$ cat config.mk
export PLATFORM = sky130hd
export DESIGN_NAME = spi_hold_gate
export DESIGN_NICKNAME = d
export VERILOG_FILES = /design/src/rtl/spi_hold_pkg.sv /design/src/rtl/spi_hold_sync.sv /design/src/rtl/spi_hold_edge.sv /design/src/rtl/spi_hold_fsm.sv /design/src/rtl/spi_hold_qual.sv /design/src/rtl/spi_hold_gate.sv
export SDC_FILE = /design/constraint.sdc
export NUM_CORES = 1
export LEC_CHECK = 0
export ABC_AREA = 1
export BUFFER_PORTS_ARGS = -buffer_cell sky130_fd_sc_hd__buf_2
export CAP_MARGIN = 20
export CORE_MARGIN = 4
export CORE_UTILIZATION = 25
export DETAILED_ROUTE_END_ITERATION = 16
export GPL_TIMING_DRIVEN = 0
export PLACE_DENSITY = 0.55
export REMOVE_ABC_BUFFERS = 1
export SKIP_LAST_GASP = 1
export SYNTH_ARGS = -nofsm -noshare
export SYNTH_HDL_FRONTEND = slang
export SYNTH_SLANG_ARGS = --single-unit
$ cat constraint.sdc
create_clock -name clk -period 1.1 [get_ports clk]
set_clock_uncertainty 0.15 [all_clocks]
set_input_delay 0.22 -clock clk [delete_from_list [all_inputs] [get_ports clk]]
set_output_delay 0.22 -clock clk [all_outputs]
set_load 0.02 [all_outputs]
$ cat src/rtl/spi_hold_pkg.sv
package spi_hold_pkg;

   // Minimum synchroniser depth accepted at elaboration
   localparam int unsigned HG_MIN_SYNC = 2;

   // Order of the synchronised pin vector
   localparam int unsigned HG_IDX_CS   = 0;
   localparam int unsigned HG_IDX_SCLK = 1;
   localparam int unsigned HG_IDX_MOSI = 2;
   localparam int unsigned HG_IDX_HOLD = 3;
   localparam int unsigned HG_NPINS    = 4;

   // Reset (idle) value of each pin after synchronisation
   localparam logic [HG_NPINS-1:0] HG_PIN_IDLE = 4'b1001; // hold=1, mosi=0, sclk=0, cs=1

   typedef enum logic {
      HG_RUN  = 1'b0,
      HG_HOLD = 1'b1
   } hg_state_e;

endpackage

$ cat src/rtl/spi_hold_sync.sv
module spi_hold_sync #(
   parameter int unsigned          WIDTH   = 4,
   parameter int unsigned          STAGES  = 2,
   parameter logic [WIDTH-1:0]     RST_VAL = '0
) (
   input  logic             clk,
   input  logic             rst_n,
   input  logic [WIDTH-1:0] d_i,
   output logic [WIDTH-1:0] q_o
);

   localparam int unsigned LAST = STAGES - 1;

   generate
      if (STAGES < 1) begin : g_bad_depth
         $error("spi_hold_sync: STAGES must be at least 1");
      end
   endgenerate

   logic [WIDTH-1:0] chain_q [STAGES];

   always_ff @(posedge clk or negedge rst_n) begin
      if (!rst_n) begin
         for (int s = 0; s < STAGES; s++) chain_q[s] <= RST_VAL;
      end else begin
         chain_q[0] <= d_i;
         for (int s = 1; s < STAGES; s++) chain_q[s] <= chain_q[s-1];
      end
   end

   assign q_o = chain_q[LAST];

endmodule

$ cat src/rtl/spi_hold_edge.sv
module spi_hold_edge #(
   parameter int unsigned      WIDTH   = 2,
   parameter logic [WIDTH-1:0] RST_VAL = '0
) (
   input  logic             clk,
   input  logic             rst_n,
   input  logic [WIDTH-1:0] lvl_i,
   output logic [WIDTH-1:0] rise_o,
   output logic [WIDTH-1:0] fall_o
);

   logic [WIDTH-1:0] prev_q;

   always_ff @(posedge clk or negedge rst_n) begin
      if (!rst_n) prev_q <= RST_VAL;
      else        prev_q <= lvl_i;
   end

   for (genvar b = 0; b < WIDTH; b++) begin : g_bit
      assign rise_o[b] =  lvl_i[b] & ~prev_q[b];
      assign fall_o[b] = ~lvl_i[b] &  prev_q[b];
   end

endmodule

$ cat src/rtl/spi_hold_fsm.sv
module spi_hold_fsm
   import spi_hold_pkg::*;
(
   input  logic clk,
   input  logic rst_n,
   input  logic cs_s,     // synchronised chip select, active low
   input  logic sclk_s,   // synchronised serial clock
   input  logic hold_s,   // synchronised hold, active low
   output logic held_o
);

   hg_state_e state_q;

   // Entry and exit are both qualified by a low serial clock; a change
   // seen while the clock is high simply waits in the current state.
   always_ff @(posedge clk or negedge rst_n) begin
      if (!rst_n) begin
         state_q <= HG_RUN;
      end else if (cs_s) begin
         state_q <= HG_RUN;
      end else begin
         unique case (state_q)
            HG_RUN:  if (!hold_s && !sclk_s) state_q <= HG_HOLD;
            HG_HOLD: if ( hold_s && !sclk_s) state_q <= HG_RUN;
            default: state_q <= HG_RUN;
         endcase
      end
   end

   assign held_o = (state_q == HG_HOLD);

endmodule

$ cat src/rtl/spi_hold_qual.sv
module spi_hold_qual (
   input  logic clk,
   input  logic rst_n,
   input  logic cs_s,
   input  logic cs_rise,
   input  logic sclk_rise,
   input  logic sclk_fall,
   input  logic mosi_s,
   input  logic hold_s,
   input  logic held,
   input  logic so_drive_req,
   output logic shift_en,
   output logic fall_en,
   output logic din_q,
   output logic dout_oe,
   output logic logic_rst
);

   logic pass;
   logic rst_q;

   assign pass      = ~cs_s & ~held;
   assign shift_en  = sclk_rise & pass;
   assign fall_en   = sclk_fall & pass;
   assign din_q     = mosi_s & pass;
   // Output is released at once on a low hold, without clock qualification
   assign dout_oe   = so_drive_req & pass & hold_s;

   always_ff @(posedge clk or negedge rst_n) begin
      if (!rst_n) rst_q <= 1'b0;
      else        rst_q <= cs_rise;
   end

   assign logic_rst = rst_q;

endmodule

$ cat src/rtl/spi_hold_gate.sv
module spi_hold_gate
   import spi_hold_pkg::*;
#(
   parameter int unsigned SYNC_STAGES = 2
) (
   input  logic clk,
   input  logic rst_n,
   input  logic cs_n_pin,
   input  logic sclk_pin,
   input  logic mosi_pin,
   input  logic hold_n_pin,
   input  logic so_drive_req,
   output logic shift_en,
   output logic fall_en,
   output logic din_q,
   output logic dout_oe,
   output logic logic_rst,
   output logic held
);

   localparam logic [1:0] EDGE_IDLE = {HG_PIN_IDLE[HG_IDX_SCLK], HG_PIN_IDLE[HG_IDX_CS]};

   generate
      if (SYNC_STAGES < HG_MIN_SYNC) begin : g_bad_sync
         $error("spi_hold_gate: SYNC_STAGES below minimum");
      end
   endgenerate

   logic [HG_NPINS-1:0] pins_raw;
   logic [HG_NPINS-1:0] pins_s;
   logic                cs_s, sclk_s, mosi_s, hold_s;
   logic [1:0]          edge_rise, edge_fall;

   always_comb begin
      pins_raw              = '0;
      pins_raw[HG_IDX_CS]   = cs_n_pin;
      pins_raw[HG_IDX_SCLK] = sclk_pin;
      pins_raw[HG_IDX_MOSI] = mosi_pin;
      pins_raw[HG_IDX_HOLD] = hold_n_pin;
   end

   spi_hold_sync #(
      .WIDTH   (HG_NPINS),
      .STAGES  (SYNC_STAGES),
      .RST_VAL (HG_PIN_IDLE)
   ) sync_i (
      .clk   (clk),
      .rst_n (rst_n),
      .d_i   (pins_raw),
      .q_o   (pins_s)
   );

   assign cs_s   = pins_s[HG_IDX_CS];
   assign sclk_s = pins_s[HG_IDX_SCLK];
   assign mosi_s = pins_s[HG_IDX_MOSI];
   assign hold_s = pins_s[HG_IDX_HOLD];

   spi_hold_edge #(
      .WIDTH   (2),
      .RST_VAL (EDGE_IDLE)
   ) edge_i (
      .clk    (clk),
      .rst_n  (rst_n),
      .lvl_i  ({sclk_s, cs_s}),
      .rise_o (edge_rise),
      .fall_o (edge_fall)
   );

   spi_hold_fsm fsm_i (
      .clk    (clk),
      .rst_n  (rst_n),
      .cs_s   (cs_s),
      .sclk_s (sclk_s),
      .hold_s (hold_s),
      .held_o (held)
   );

   spi_hold_qual qual_i (
      .clk          (clk),
      .rst_n        (rst_n),
      .cs_s         (cs_s),
      .cs_rise      (edge_rise[0]),
      .sclk_rise    (edge_rise[1]),
      .sclk_fall    (edge_fall[1]),
      .mosi_s       (mosi_s),
      .hold_s       (hold_s),
      .held         (held),
      .so_drive_req (so_drive_req),
      .shift_en     (shift_en),
      .fall_en      (fall_en),
      .din_q        (din_q),
      .dout_oe      (dout_oe),
      .logic_rst    (logic_rst)
   );

   logic unused_fall_cs;
   assign unused_fall_cs = edge_fall[0];

endmodule

Yosys cells after proc, flatten, opt, wreduce, memory -nomap -nowiden
Index checks and enable logic that the tools add are counted.
{ "totals": {"register_bits": 12} }
{ "op_classes": {"muxes": 4, "bitwise_logic": 14, "n_reduce_logical": 4} }
{ "op_table": {"columns": ["op", "n"], "rows": [
  ["bitwise AND 1 bit", 9],
  ["NOT 1 bit", 5],
  ["two-way mux 1 bit", 3],
  ["logical AND 1 bit", 2],
  ["logical NOT 1 bit", 2],
  ["case mux 1 bit (2 select lines)", 1]
]} }

Longest topological paths before layout
{ "depth": {"ltp_word": 5, "depth_mapped": 4, "ltp_nobuf": 4} }

By module
From an unflattened synthesis, not the netlist that was laid out.
{ "unflattened": {"cells_unflattened": 41, "hier_area_um2": 432.9} }
{ "by_module_without_submodules": {"columns": ["mod", "n_inst", "cells_each", "area_each_um2", "seq_area_each_um2"], "rows": [
  ["spi_hold_sync", 1, 12, 235.2, 205.2],
  ["spi_hold_edge", 1, 10, 81.3, 51.3],
  ["spi_hold_qual", 1, 12, 68.8, 25.0],
  ["spi_hold_fsm", 1, 7, 47.5, 25.0]
]} }

Worst setup path after synthesis
No wires, ideal clock.
{ "synth_path": {"path_kind": "flip-flop to output port", "startpoint": "reg fsm_i.state_q (netlist: fsm_i.held_o)", "endpoint": "out din_q", "t_arrival_ns": 1.018, "setup_slack_ns": -0.288, "stages_incl_launch_ff": 3, "path_cell_list": "dfrtp_1 -> or2_4 -> nor2_1"} }
{ "synth_between": {"elab_chain_len": 3} }
{ "synth_rtl": {"columns": ["item", "line", "rtl"], "rows": [
  ["start, declared", "spi_hold_fsm.sv:12", "hg_state_e state_q;"],
  ["start signal, assigned", "spi_hold_fsm.sv:18", "state_q <= HG_RUN;"],
  ["start signal, assigned", "spi_hold_fsm.sv:20", "state_q <= HG_RUN;"],
  ["start signal, assigned", "spi_hold_fsm.sv:23", "HG_RUN: if (!hold_s && !sclk_s) state_q <= HG_HOLD;"],
  ["NOT 1 bit", "spi_hold_qual.sv:22", "assign pass = ~cs_s & ~held;"],
  ["bitwise AND 1 bit", "spi_hold_qual.sv:22", null],
  ["bitwise AND 1 bit", "spi_hold_qual.sv:25", "assign din_q = mosi_s & pass;"],
  ["end, declared", "spi_hold_gate.sv:15", "output logic din_q,"]
]} }
Every way passes these cells.

Worst setup path in the final report
{ "layout_path": {"startpoint": "reg sync_i.chain_q (netlist bit sync_i.q_o[0])", "endpoint": "out fall_en"} }
{ "layout_between": {"elab_chain_len": 3} }
{ "layout_rtl": {"columns": ["item", "line", "rtl"], "rows": [
  ["start, declared", "spi_hold_sync.sv:20", "logic [WIDTH-1:0] chain_q [STAGES];"],
  ["NOT 1 bit", null, null],
  ["bitwise AND 1 bit", "spi_hold_qual.sv:22", null],
  ["bitwise AND 1 bit", "spi_hold_qual.sv:24", "assign fall_en = sclk_fall & pass;"],
  ["end, declared", "spi_hold_gate.sv:14", "output logic fall_en,"]
]} }
Every way passes these cells.

==> reports/metrics.csv <==
stage,metric,value,unit
cts,cts_tree,built,
placed_design,place_ws,-159,ps
placed_design,gp_congestion,0.699,
cts,clkTransAtPathRegs,70,ps
timing,tns,-2000,ps
timing,setup_slack,-407,ps
run,maxCapViolations,0,
layout,fin_util,44.9,%
floorplanning,coreArea,1350,um2
setup_path,path_max_fanout,4,
floorplanning,rows,13,
drt,avgViaCountPerCell,3.68,
power,p_per_area,1520,nW/um2
timing,fin_crit,1510,ps
layout,syn_to_final_growth,61.3,%
global_routing,grt_pass1_wl,1.05,mm
drt,drt_pass1_iterations,1,
drt,routed_wirelength,563,um
global_routing,grt_overflow,0,
synth,syn_inst,29,
timing,finalHoldViolCount,0,
synth,yosysTopAreaCellShare,46.7,%
floorplanning,dieWidth,46.8,um
global_routing,grt_pass1_vias,272,
floorplanning,dieArea,2190,um2
cts,cts_max_path_buffers,2,
synth,synth_area,375,um2
drt,vias,250,
timing,grt_setup_unrepaired,true,
layout,drive_above_1_share,52.8,%
global_routing,grt_max_degree,13,
cts,insertion_delay,260,ps
setup_path,required,730,ps
floorplanning,start_util,27.8,%
synth,avgSynthCellArea,12.9,um2
setup_path,critPathArrivalTime,1140,ps
power,cellLeakagePower,0.303,nW
setup_path,critPathMaxStageDelay,380,ps
layout,num_antenna_cells,0,
setup_path,path_cells,or2_4 -> nor2_1 -> buf_4,
worst_hold_path,hold_class,in2async,
floorplanning,ios,13,
timing,whs,198,ps
setup_path,crit_slowest_cell,dfstp_2,
setup_path,end_kind,output port,
placed_design,hpwl,391,um
timing,slew_headroom,82.7,%
drt,first_iter_violations,0,
power,design_power_total,921,uW
setup_path,critPathKind,reg2out,
floorplanning,die_height,46.8,um
global_routing,track_usage,7.30,%
drt,ant_nets,0,
timing,setup_viol,6,
timing,post-route-period-util,137,%
synth,ys_seq_elements,12,
cts,cts_made_buffers,3,
outcome,violations,setup timing,
cts,htree_levels,1,
timing,max_freq,0.664,GHz
synth,yosys_warnings,0,
timing,worstMarginPinSlew,259,ps
global_routing,antenna_found_initial,0,
synth,yosysSeqAreaShare,81.7,%
outcome,outcome,"complete, but fails checks",
cts,cts.root.buffer_cell,clkbuf_4,
setup_path,cp-start-kind,flip-flop,
timing,slew_violations,0,
drt,drc,0,
cts,cts.sinks,12,
placed_design,port_buffers,12,
layout,nets,61,
synth,ys_types,6,
power,ir_drop,0.000744,V
drt,post_drt_wl_per_cell,8.28,um
synth,yosysTopAreaCell,dfrtp_1,
synth,synth.area.top_cells,"dfrtp_1 (47%), dfstp_2 (35%), nor2_1 (7.0%)",
[cells in the mapped netlist]
| master | number |
|---|---|
| inv_1 | 4 |
| or2_4 | 1 |
| dfstp_2 | 5 |
| nand2_1 | 5 |
| dfrtp_1 | 7 |
| nor2_1 | 7 |
[area by class of cell]
type | count | area (um2)
Fill cell | 129 | 744
Sequential cell | 12 | 307
Tap cell | 15 | 18.8
Multi-Input combinational cell | 13 | 66.3
Inverter | 4 | 15.0
Clock buffer | 4 | 36.3
Timing Repair Buffer | 20 | 163
[critical path, delay by kind of cell, from the launching register on]
kind	cells	cell delay, ps
buf+inv	1	150
flops	1	380
simple gates	2	350
[sequential cells by signal, indices dropped and copies added, names as in the netlist]
signal and cells:
fsm_i.held_o 1, sync_i.chain_q 4, sync_i.q_o 4, edge_i.prev_q 2, qual_i.logic_rst 1
[worst paths after layout]
check	startpoint	to	slack, ps	cells after the start
max	sync_i.q_o[0]$_DFF_PN1_	fall_en	-410	3
min	rst_n	qual_i.logic_rst$_DFF_PN0_	200	2
max reg2reg	fsm_i.held_o$_DFF_PN0_	fsm_i.held_o$_DFF_PN0_	30	5
min reg2reg	sync_i.chain_q[6]$_DFF_PN0_	sync_i.q_o[2]$_DFF_PN0_	200	0
max in group asynchronous	rst_n	sync_i.q_o[3]$_DFF_PN1_	330	2
min in group clk	sync_i.chain_q[6]$_DFF_PN0_	sync_i.q_o[2]$_DFF_PN0_	200	0
[report_power, final]
group          leakage (nW)  switching, mW  total (mW)  internal (mW)
logic                 0.145         0.0478       0.106         0.0581
clock network        0.0210          0.134       0.334          0.201
registers             0.137        0.00895       0.480          0.471
[layer usage]
metal / routed length, um / up-vias / global-route usage, %
li1: - / 132 / -
met1: 261 / 105 / 9.18
met2: 225 / 13 / 9.07
met3: 76 / 0 / 3.45
met4: 0 / 0 / 6.63
met5: 0 / - / 0
[cell families after synthesis]
logic type,count (synthesis),synth area share [%]
buffers and inverters,4,4.00
and+or+nand+nor,13,14.3
DFF,12,81.7
[cells in the final DEF (no fill, tap or decap), drive strengths merged]
master       Yosys  final
buf              0     15
dfrtp            7      7
nor2             7      7
nand2            5      5
dfstp            5      5
dlygate4sd3      0      5
inv              4      4
clkbuf           0      4
or2              1      1
[timing repair]
item | CTS | global route
hold endpoints to repair | 16 | 0
endpoints found under the setup margin | 6 | 7
hold buffers | 5 | 0
buffers inserted | 3 | 1
gates resized for setup | 10 | 5
pin swaps | 0 | 3
gates cloned | 0 | 0
[through the flow]
stage | instance area [um2] | cells
floorplan | 375 | 29
global placement | 454 | 56
detailed placement | 454 | 56
CTS | 593 | 68
global route | 606 | 68
finish | 606 | 68
No activity file was read; power rests on OpenSTA's default activity.
